File: src/rtl/rfsb_pkg.sv
package rfsb_pkg;
  typedef enum logic [1:0] {
    TR_COOL = 2'b00,
    TR_NORM = 2'b01,
    TR_EXT  = 2'b10,
    TR_EMRG = 2'b11
  } temp_e;
endpackage

File: src/rtl/rfsb_timer.sv
module rfsb_timer #(
  parameter int BASE_CYC = 16,
  localparam int TW = $clog2(2 * BASE_CYC + 1)
) (
  input  logic       clk,
  input  logic       rst_n,
  input  logic [1:0] temp_rng,
  output logic       tick
);
  import rfsb_pkg::*;

  logic [TW-1:0] cnt;
  logic [TW-1:0] per;

  always_comb begin
    case (temp_e'(temp_rng))
      TR_COOL: per = TW'(2 * BASE_CYC);
      TR_NORM: per = TW'(BASE_CYC);
      TR_EXT:  per = TW'(BASE_CYC / 2);
      default: per = TW'(BASE_CYC / 4);
    endcase
  end

  // >= lets a drop to a shorter period take effect at once
  assign tick = (cnt >= per - TW'(1));

  always_ff @(posedge clk) begin
    if (!rst_n)    cnt <= '0;
    else if (tick) cnt <= '0;
    else           cnt <= cnt + TW'(1);
  end

  p_tick_gap_r2: assert property (@(posedge clk) disable iff (!rst_n)
    tick |=> !tick);
endmodule

File: src/rtl/rfsb_bank.sv
module rfsb_bank #(
  parameter int MAX_OWED = 3,
  parameter int URG_LVL  = 2,
  parameter int REF_CYC  = 3,
  localparam int OW = $clog2(MAX_OWED + 1),
  localparam int CW = $clog2(REF_CYC + 1)
) (
  input  logic clk,
  input  logic rst_n,
  input  logic tick,
  input  logic grant,
  output logic due,
  output logic urgent,
  output logic busy,
  output logic full
);
  logic [OW-1:0] owed;
  logic [CW-1:0] bcnt;
  logic          inc;

  assign inc    = tick && (owed != OW'(MAX_OWED));
  assign due    = (owed != '0);
  assign urgent = (owed >= OW'(URG_LVL));
  assign full   = (owed == OW'(MAX_OWED));
  assign busy   = (bcnt != '0);

  always_ff @(posedge clk) begin
    if (!rst_n) begin
      owed <= '0;
      bcnt <= '0;
    end else begin
      case ({inc, grant})
        2'b10:   owed <= owed + OW'(1);
        2'b01:   owed <= owed - OW'(1);
        default: owed <= owed;
      endcase
      if (grant)     bcnt <= CW'(REF_CYC);
      else if (busy) bcnt <= bcnt - CW'(1);
    end
  end

  p_owed_cap_r6: assert property (@(posedge clk) disable iff (!rst_n)
    owed <= OW'(MAX_OWED));
  p_grant_needs_due_r4: assert property (@(posedge clk) disable iff (!rst_n)
    grant |-> due && !busy);
  p_busy_after_grant_r4: assert property (@(posedge clk) disable iff (!rst_n)
    grant |=> busy);
endmodule

File: src/rtl/rfsb_pick.sv
module rfsb_pick #(
  parameter int NBANK = 8,
  localparam int BW = $clog2(NBANK)
) (
  input  logic [NBANK-1:0] due,
  input  logic [NBANK-1:0] urg,
  input  logic [NBANK-1:0] open_b,
  input  logic [NBANK-1:0] busy,
  output logic             req,
  output logic [BW-1:0]    sel
);
  logic [NBANK-1:0] elig;
  logic [NBANK-1:0] hot;
  logic [NBANK-1:0] cand;

  assign elig = due & ~open_b & ~busy;
  assign hot  = elig & urg;
  assign cand = (|hot) ? hot : elig;
  assign req  = |elig;

  always_comb begin
    sel = '0;
    for (int b = NBANK - 1; b >= 0; b--) begin
      if (cand[b]) sel = BW'(b);
    end
  end

  always_comb begin
    if (req) begin
      p_pick_closed_r3: assert (elig[sel]);
      p_urgent_first_r5: assert (!(|hot) || urg[sel]);
    end
  end
endmodule

File: src/rtl/bank_refresh_sched.sv
module bank_refresh_sched #(
  parameter int NBANK    = 8,
  parameter int BASE_CYC = 16,
  parameter int REF_CYC  = 3,
  parameter int MAX_OWED = 3,
  parameter int URG_LVL  = 2,
  localparam int BW = $clog2(NBANK)
) (
  input  logic             clk,
  input  logic             rst_n,
  input  logic [1:0]       temp_rng,
  input  logic [NBANK-1:0] bank_open,
  input  logic             rf_ready,
  output logic             rf_valid,
  output logic [BW-1:0]    rf_bank,
  output logic [NBANK-1:0] bank_busy,
  output logic [NBANK-1:0] pre_urgent,
  output logic             owe_err
);
  logic             tick;
  logic [NBANK-1:0] due;
  logic [NBANK-1:0] full;
  logic             fire;

  assign fire = rf_valid && rf_ready;

  rfsb_timer #(.BASE_CYC(BASE_CYC)) u_timer (
    .clk(clk), .rst_n(rst_n), .temp_rng(temp_rng), .tick(tick)
  );

  for (genvar b = 0; b < NBANK; b++) begin : g_bank
    rfsb_bank #(
      .MAX_OWED(MAX_OWED), .URG_LVL(URG_LVL), .REF_CYC(REF_CYC)
    ) u_bank (
      .clk(clk), .rst_n(rst_n), .tick(tick),
      .grant(fire && (rf_bank == BW'(b))),
      .due(due[b]), .urgent(pre_urgent[b]), .busy(bank_busy[b]), .full(full[b])
    );
  end

  rfsb_pick #(.NBANK(NBANK)) u_pick (
    .due(due), .urg(pre_urgent), .open_b(bank_open), .busy(bank_busy),
    .req(rf_valid), .sel(rf_bank)
  );

  assign owe_err = |full;

  p_offer_closed_r3: assert property (@(posedge clk) disable iff (!rst_n)
    rf_valid |-> !bank_open[rf_bank] && !bank_busy[rf_bank]);
  p_hold_offer_r7: assert property (@(posedge clk) disable iff (!rst_n)
    rf_valid && !rf_ready && !tick && $stable(bank_open) |=> rf_valid);
endmodule

File: config.mk
export PLATFORM = sky130hd
export DESIGN_NAME = bank_refresh_sched
export DESIGN_NICKNAME = d
export VERILOG_FILES = /design/src/rtl/rfsb_pkg.sv /design/src/rtl/rfsb_timer.sv /design/src/rtl/rfsb_bank.sv /design/src/rtl/rfsb_pick.sv /design/src/rtl/bank_refresh_sched.sv
export SDC_FILE = /design/constraint.sdc
export NUM_CORES = 1
export LEC_CHECK = 0
export ABC_AREA = 1
export BUFFER_PORTS_ARGS = -buffer_cell sky130_fd_sc_hd__buf_4
export CORE_MARGIN = 2
export CORE_UTILIZATION = 30
export DETAILED_ROUTE_END_ITERATION = 10
export HOLD_SLACK_MARGIN = 0.15
export SYNTH_ARGS = -nofsm -noshare
export SYNTH_HDL_FRONTEND = slang
export SYNTH_SLANG_ARGS = --single-unit
File: constraint.sdc
create_clock -name clk -period 5.3 [get_ports clk]
set_input_delay 0.265 -clock clk [delete_from_list [all_inputs] [get_ports clk]]
set_output_delay 0.265 -clock clk [all_outputs]
set_load 0.05 [all_outputs]
# Yosys cells after proc, flatten, opt, wreduce, memory -nomap -nowiden
# Cells that the tools add are included.
[op_classes]
n_addsub = 26
n_lt_le_gt_ge = 9
eq_ne = 41
mux = 34
n_bitwise = 6
n_reduce_logical = 55
[op_table]
columns = ["operator", "count"]
rows = [
  ["2-bit nonzero test", 32],
  ["2-bit equality test (second input constant)", 17],
  ["2-bit 2-to-1 mux", 16],
  ["2-bit case mux with 2 select lines", 8],
  ["2-bit by 1-bit subtractor with 2-bit output (second input constant)", 16],
  ["8-bit bitwise AND", 3],
  ["3-bit 2-to-1 mux", 8],
  ["8-bit OR reduction", 3],
  ["2-bit by 1-bit equality test with 1-bit output (second input constant)", 9],
  ["6-bit case mux with 3 select lines", 1],
  ["1-bit logical AND", 17],
  ["2-bit by 1-bit adder with 2-bit output (second input constant)", 8],
  ["2-bit greater-or-equal comparator (second input constant)", 8],
  ["2-bit inequality test (second input constant)", 8],
  ["8-bit inverter", 2],
  ["3-bit equality test (second input constant)", 4],
  ["8-bit 2-to-1 mux", 1],
  ["6-bit by 1-bit adder with 6-bit output (second input constant)", 1],
  ["3-bit by 2-bit equality test with 1-bit output (second input constant)", 2],
  ["6-bit greater-or-equal comparator", 1],
  ["6-bit by 1-bit subtractor with 6-bit output (second input constant)", 1],
  ["3-bit by 1-bit equality test with 1-bit output (second input constant)", 1],
  ["3-bit zero test", 1],
  ["2-bit zero test", 1],
  ["2 further kinds", 2],
]
[totals]
register_bits = 38

# Logic depth before layout (Yosys ltp)
[depth]
ltp_word = 18
depth_mapped = 23
mapped_depth_nobuf = 23

# By module
# Synthesis repeated with hierarchy kept, for this count alone.
[unflattened]
cells_unflattened = 473
hier_area_um2 = 2827.7
[by_module_without_submodules]
columns = ["module", "n_inst", "cells_each", "area_each_um2", "seq_area_each_um2"]
rows = [
  ["rfsb_bank", 8, 39, 241.5, 80.1],
  ["rfsb_timer", 1, 52, 390.4, 120.1],
  ["rfsb_pick", 1, 75, 372.9, 0.0],
  ["bank_refresh_sched", 1, 34, 132.6, 0.0],
]

# Worst setup path before layout
# OpenSTA, ideal clock, no wires.
[synth_timing]
path_type = "register to register"
start = "register g_bank[6].u_bank.bcnt[0]"
end = "register g_bank[1].u_bank.owed[1]"
t_arrival_ps = 2555
t_required_ps = 5230
path_slack_ps = 2675
stages_incl_launch_ff = 15
n_path_buf = 0
cell_sequence = "dfxtp_1 > inv_1 > ha_1 > inv_1 > nor3_2 > nor4_1 > nand2_1 > nand2_4 > a21oi_4 > nand4_2 > inv_1 > ha_1 > nor3b_1 > o21ai_0 > a21oi_1"
[synth_lines]
columns = ["element", "line", "rtl"]
rows = [
  ["from (decl)", "rfsb_bank.sv:18", "logic [CW-1:0] bcnt;"],
  ["from (signal assigned)", "rfsb_bank.sv:37", "if (grant) bcnt <= CW'(REF_CYC);"],
  ["from (signal assigned)", "rfsb_bank.sv:38", "else if (busy) bcnt <= bcnt - CW'(1);"],
  ["2-bit nonzero test (*)", "rfsb_bank.sv:25", "assign busy = (bcnt != '0);"],
  ["named net g_bank[6].u_bank.busy", "rfsb_bank.sv:14", "output logic busy,"],
  ["8-bit inverter (*)", "rfsb_pick.sv:16", "assign elig = due & ~open_b & ~busy;"],
  ["8-bit bitwise AND (*)", "rfsb_pick.sv:16", ""],
  ["8-bit OR reduction (*)", "rfsb_pick.sv:19", "assign req = |elig;"],
  ["named net rf_valid", "bank_refresh_sched.sv:14", "output logic rf_valid,"],
  ["1-bit logical AND (*)", "bank_refresh_sched.sv:25", "assign fire = rf_valid && rf_ready;"],
  ["1-bit logical AND (*)", "bank_refresh_sched.sv:36", ".grant(fire && (rf_bank == BW'(b))),"],
  ["2-bit by 1-bit equality test with 1-bit output / 2-bit equality test (equally long branches)", "rfsb_bank.sv:32", "case ({inc, grant})"],
  ["2-bit case mux with 2 select lines / 2-bit nonzero test (equally long branches)", "--", ""],
  ["to (signal assigned)", "rfsb_bank.sv:33", "2'b10: owed <= owed + OW'(1);"],
  ["to (signal assigned)", "rfsb_bank.sv:34", "2'b01: owed <= owed - OW'(1);"],
  ["to (signal assigned)", "rfsb_bank.sv:35", "default: owed <= owed;"],
  ["to (decl)", "rfsb_bank.sv:17", "logic [OW-1:0] owed;"],
]
# Mark *: on every way through the listed nets, which the timed path passes. The rest lies on a longest branch.
# A chain may end at the register's enable or synchronous reset.

# Worst setup path after layout
[layout_timing]
start = "register g_bank[7].u_bank.bcnt[0]"
end = "register g_bank[4].u_bank.owed[1]"
[layout_via]
elab_chain_cells = 18
[layout_rtl]
columns = ["element", "line", "rtl"]
rows = [
  ["from (decl)", "rfsb_bank.sv:18", ""],
  ["from (signal assigned)", "rfsb_bank.sv:37", ""],
  ["from (signal assigned)", "rfsb_bank.sv:38", ""],
  ["2-bit nonzero test (*)", "rfsb_bank.sv:25", ""],
  ["8-bit inverter (*)", "rfsb_pick.sv:16", ""],
  ["8-bit bitwise AND (*)", "rfsb_pick.sv:16", ""],
  ["8-bit bitwise AND", "rfsb_pick.sv:17", "assign hot = elig & urg;"],
  ["8-bit OR reduction", "rfsb_pick.sv:18", "assign cand = (|hot) ? hot : elig;"],
  ["8-bit 2-to-1 mux", "rfsb_pick.sv:18", ""],
  ["3-bit 2-to-1 mux (8 in series)", "rfsb_pick.sv:24", "if (cand[b]) sel = BW'(b);"],
  ["3-bit equality test", "bank_refresh_sched.sv:36", ""],
  ["1-bit logical AND (*)", "bank_refresh_sched.sv:36", ""],
  ["2-bit by 1-bit equality test with 1-bit output / 2-bit equality test (equally long branches)", "rfsb_bank.sv:32", ""],
  ["2-bit case mux with 2 select lines / 2-bit nonzero test (equally long branches)", "--", ""],
  ["to (signal assigned)", "rfsb_bank.sv:33", ""],
  ["to (signal assigned)", "rfsb_bank.sv:34", ""],
  ["to (signal assigned)", "rfsb_bank.sv:35", ""],
  ["to (decl)", "rfsb_bank.sv:17", ""],
]
# Every way passes the cells marked *; elsewhere a longest branch is shown, timed or not.

==> impl_results.md <==
- Largest net degree at the start of global routing: 21
- Final worst path period share: 0.527
- Yosys warns: 0
- GPL Wtd Cong: 0.918
- Clk sink count: 38
- Ranking of synthesized cells by area: dfxtp_1 29%, ha_1 9.5%, nand2_1 8.9%, inv_1 7.8%, a21oi_1 5.7%
- Top cell type's share of synthesized area: 0.287
- Logic pwr share: 0.447
- CTS tree: yes
- Ant. Diodes: 0
- Clock transition at path regs: 0.08 ns
- Final Hold Viols: 0
- GRT Residual Overflow: 0
- Max Clock Freq: 358 MHz
- Synth area leader: dfxtp_1
- Clk root buf: clkbuf_8
- Die X: 97.9 um
- Max-Cap Viols: 0
- CP startpoint kind: register
- Clock power share: 0.223
- Distinct cells, synth: 30
- Resized cells post-CTS: 0
- Share of cells above drive strength 1: 0.214
- Status: finished, final reports clean
- CP delay by family, top: simple AND/OR/NAND/NOR gates
- Chip height: 97.9 um
- CP required: 5.53 ns
- Post-CTS Setup Repair Bufs: 0
- PortBufs: 33
- Leakage: 1.46 nW
- Crit path buffers/inverters: 2
- Post-Place Cells: 479
- Top_reg_cell synth: dfxtp_1
- Total wire length: 5.68 mm
- CP Capture Type: register
- Max clock buf depth: 2
- GRT met1 Usage: 0.161
- DR vias: 2212
- DR pass1 iterations: 4
- H-tree levels: 2
- Gr busiest metal: met2
- Row count: 34
- Wire length of the first global-routing pass: 9.47 mm
- Fin. max-slew vios: 0
- Seq/Total Area, Yosys: 0.287
- Syn Area/Cell: 7.23 um2
- Flop pwr share: 0.331
- Vias in the first global route: 2047
- Simple-gate share of the synthesized area: 0.305
- Worst Hold Class: input pin to register
- Mapped Nets: 399
- Count of hold-fix buffers inserted at cts: 0
- Met2 Track Usage GR: 0.201
- Final net count: 411
- Largest family of logic cells by synthesized area: simple AND/OR/NAND/NOR gates
- Worst VDD drop: 0.140 mV
- Crit path max fanout: 5
- Setup CP Type: register to register
- Area grow syn2layout: 11.8%
- Post-synth EDFFs: 0
- Starting Density: 0.307
- Synthesized netlist cell count: 366
- Power Internal: 649 uW
- Clock Latency Late Sink: 0.29 ns
- Arr. time, crit path: 3.03 ns
- Core area: 0.00864 mm2
- Met3 global-route usage: 0.0258
- GRT Util Overall: 0.122
- Fin area: 0.00296 mm2
- Normalized max-slew margin: 0.519
- Sw power: 462 uW
- Post-place instance area: 0.00285 mm2
- Mux cell area share after synthesis: 0
- Switch share: 0.416
- PD cells: 375 mW/mm2
- Non-Filler Instances: 487
- DRT iter0 DRCs: 68
- Post-DP HPWL: 4.50 mm
- Worst-margin pin slew: 0.720 ns
- WL per Instance: 11.7 um
- XOR/XNOR Fraction of Synth Area: 0.0397
- Post-Syn Area: 0.00265 mm2
- Routed vias/inst: 4.54
- Post-synth ARST share: 0
- Most frequent CP cell: nand2_1
- Crit-path slowest cell: dfxtp_1
- Post-Synth Adder-Cell Area: 0.0945
- DRC: 0
- Antenna Violating Nets Remaining: 0
- Post-route setup TNS: 0 ns
- Num CTS Buffers: 5
- RSZ-0062 raised after global routing: false
- Num ports: 34
- Final setup violating endpoints: 0
- Slowest stage delay, CP: 0.35 ns
- Min cycle time layout: 2.80 ns
- Compound-Gate Fraction of Synth Area: 0.116
- Critical path, cell by cell: inv_1 > ha_1 > nand3_1 > nand2_1 > nor2_4 > nand3_1 > nand2_1 > nand2_1 > nand2_1 > nand2_1 > nand2_1 > nand2_1 > nand2_4 > nand2_4 > nand3_2 > inv_1 > ha_1 > nor3b_1 > o21ai_0 > a21oi_1
- Die Area: 0.00959 mm2
- FF+latch count, synth: 38
- Initial antenna violation count: 0
- Clk_skew: 0.00336 ns
==> registers in the layout, indices dropped and copies added, names as in the netlist <==
register / flops
g_bank.u_bank.bcnt: 16
u_timer.cnt: 6
g_bank.u_bank.owed: 16
==> through the flow <==
stage,hold slack [ns],util,setup WS (ns),power [mW]
after global routing,0.314,0.343,2.20,1.20
after floorplan,0.403,-,2.68,0.802
after CTS,0.307,0.343,2.48,1.13
after detailed placement,0.444,0.330,2.52,0.872
after global placement,0.432,0.330,2.58,0.860
final,0.320,0.343,2.50,1.11
==> kinds of logic after synthesis <==
kind of cell / Yosys count
and+or+nand+nor: 148
buffers and inverters: 91
AOI/OAI and AO/OA: 57
DFF: 38
adders and majority gates: 20
xor gates and xnor gates: 12
==> tightest hold or removal path: stages <==
cell	delay, ns
buf_4	0.18
o21ai_0	0.09
a21oi_1	0.04
==> layout by cell type, fill, tap and decap left out, types with 12 or more instances in the layout <==
cell,count
inv_1,55
dfxtp_1,38
nand2_1,63
nor2_1,27
o21ai_0,24
ha_1,20
a21oi_1,30
nand3_1,12
xor2_1,12
buf_4,33
==> cell usage after synthesis, types with 2 or more instances <==
library cell / count
nor4_1: 2
inv_2: 8
dfxtp_1: 38
a21oi_1: 30
or2_2: 2
nand2_4: 8
nand3_2: 8
nor2_4: 3
nor3b_1: 8
ha_1: 20
clkbuf_1: 9
inv_1: 55
nand3_1: 12
nand4_2: 2
buf_4: 16
nand2_1: 63
nor2_1: 27
dlygate4sd1_1: 3
xor2_1: 12
o21ai_0: 24
nand4_1: 2
nor3_1: 3
nand2_2: 4
==> power groups by stage <==
stage | logic, mW | registers [mW] | clock network [mW]
after global placement | 0.487 | 0.373 | 0
final | 0.496 | 0.367 | 0.247
after detailed placement | 0.498 | 0.374 | 0
after CTS | 0.502 | 0.367 | 0.258
after floorplan | 0.433 | 0.369 | 0
after global routing | 0.555 | 0.374 | 0.267
==> worst paths after layout <==
check	endpoint	cells after the start	start	slack, ns
setup / recovery	g_bank[4].u_bank.owed[1]	20	g_bank[7].u_bank.bcnt[0]	2.50
hold / removal	g_bank[3].u_bank.owed[1]	3	rst_n	0.32
setup reg to reg	g_bank[4].u_bank.owed[1]	20	g_bank[7].u_bank.bcnt[0]	2.50
hold reg to reg	u_timer.cnt[0]	1	u_timer.cnt[0]	0.45
==> layout make-up <==
type	instances	area (um2)
tap	108	135
fill	942	5680
inverter	63	236
clock inverter	3	40.0
clock buffer	5	68.8
multi-input combinational	237	1470
timing repair buffer	33	248
sequential	38	761
==> per-layer routing <==
| layer | share of wire | wire length [um] |
|---|---|---|
| met5 | 0 | 0 |
| met4 | 0.011 | 63 |
| met3 | 0.035 | 198 |
| met2 | 0.46 | 2630 |
| met1 | 0.49 | 2790 |
Power figures use the tool's default switching activity.
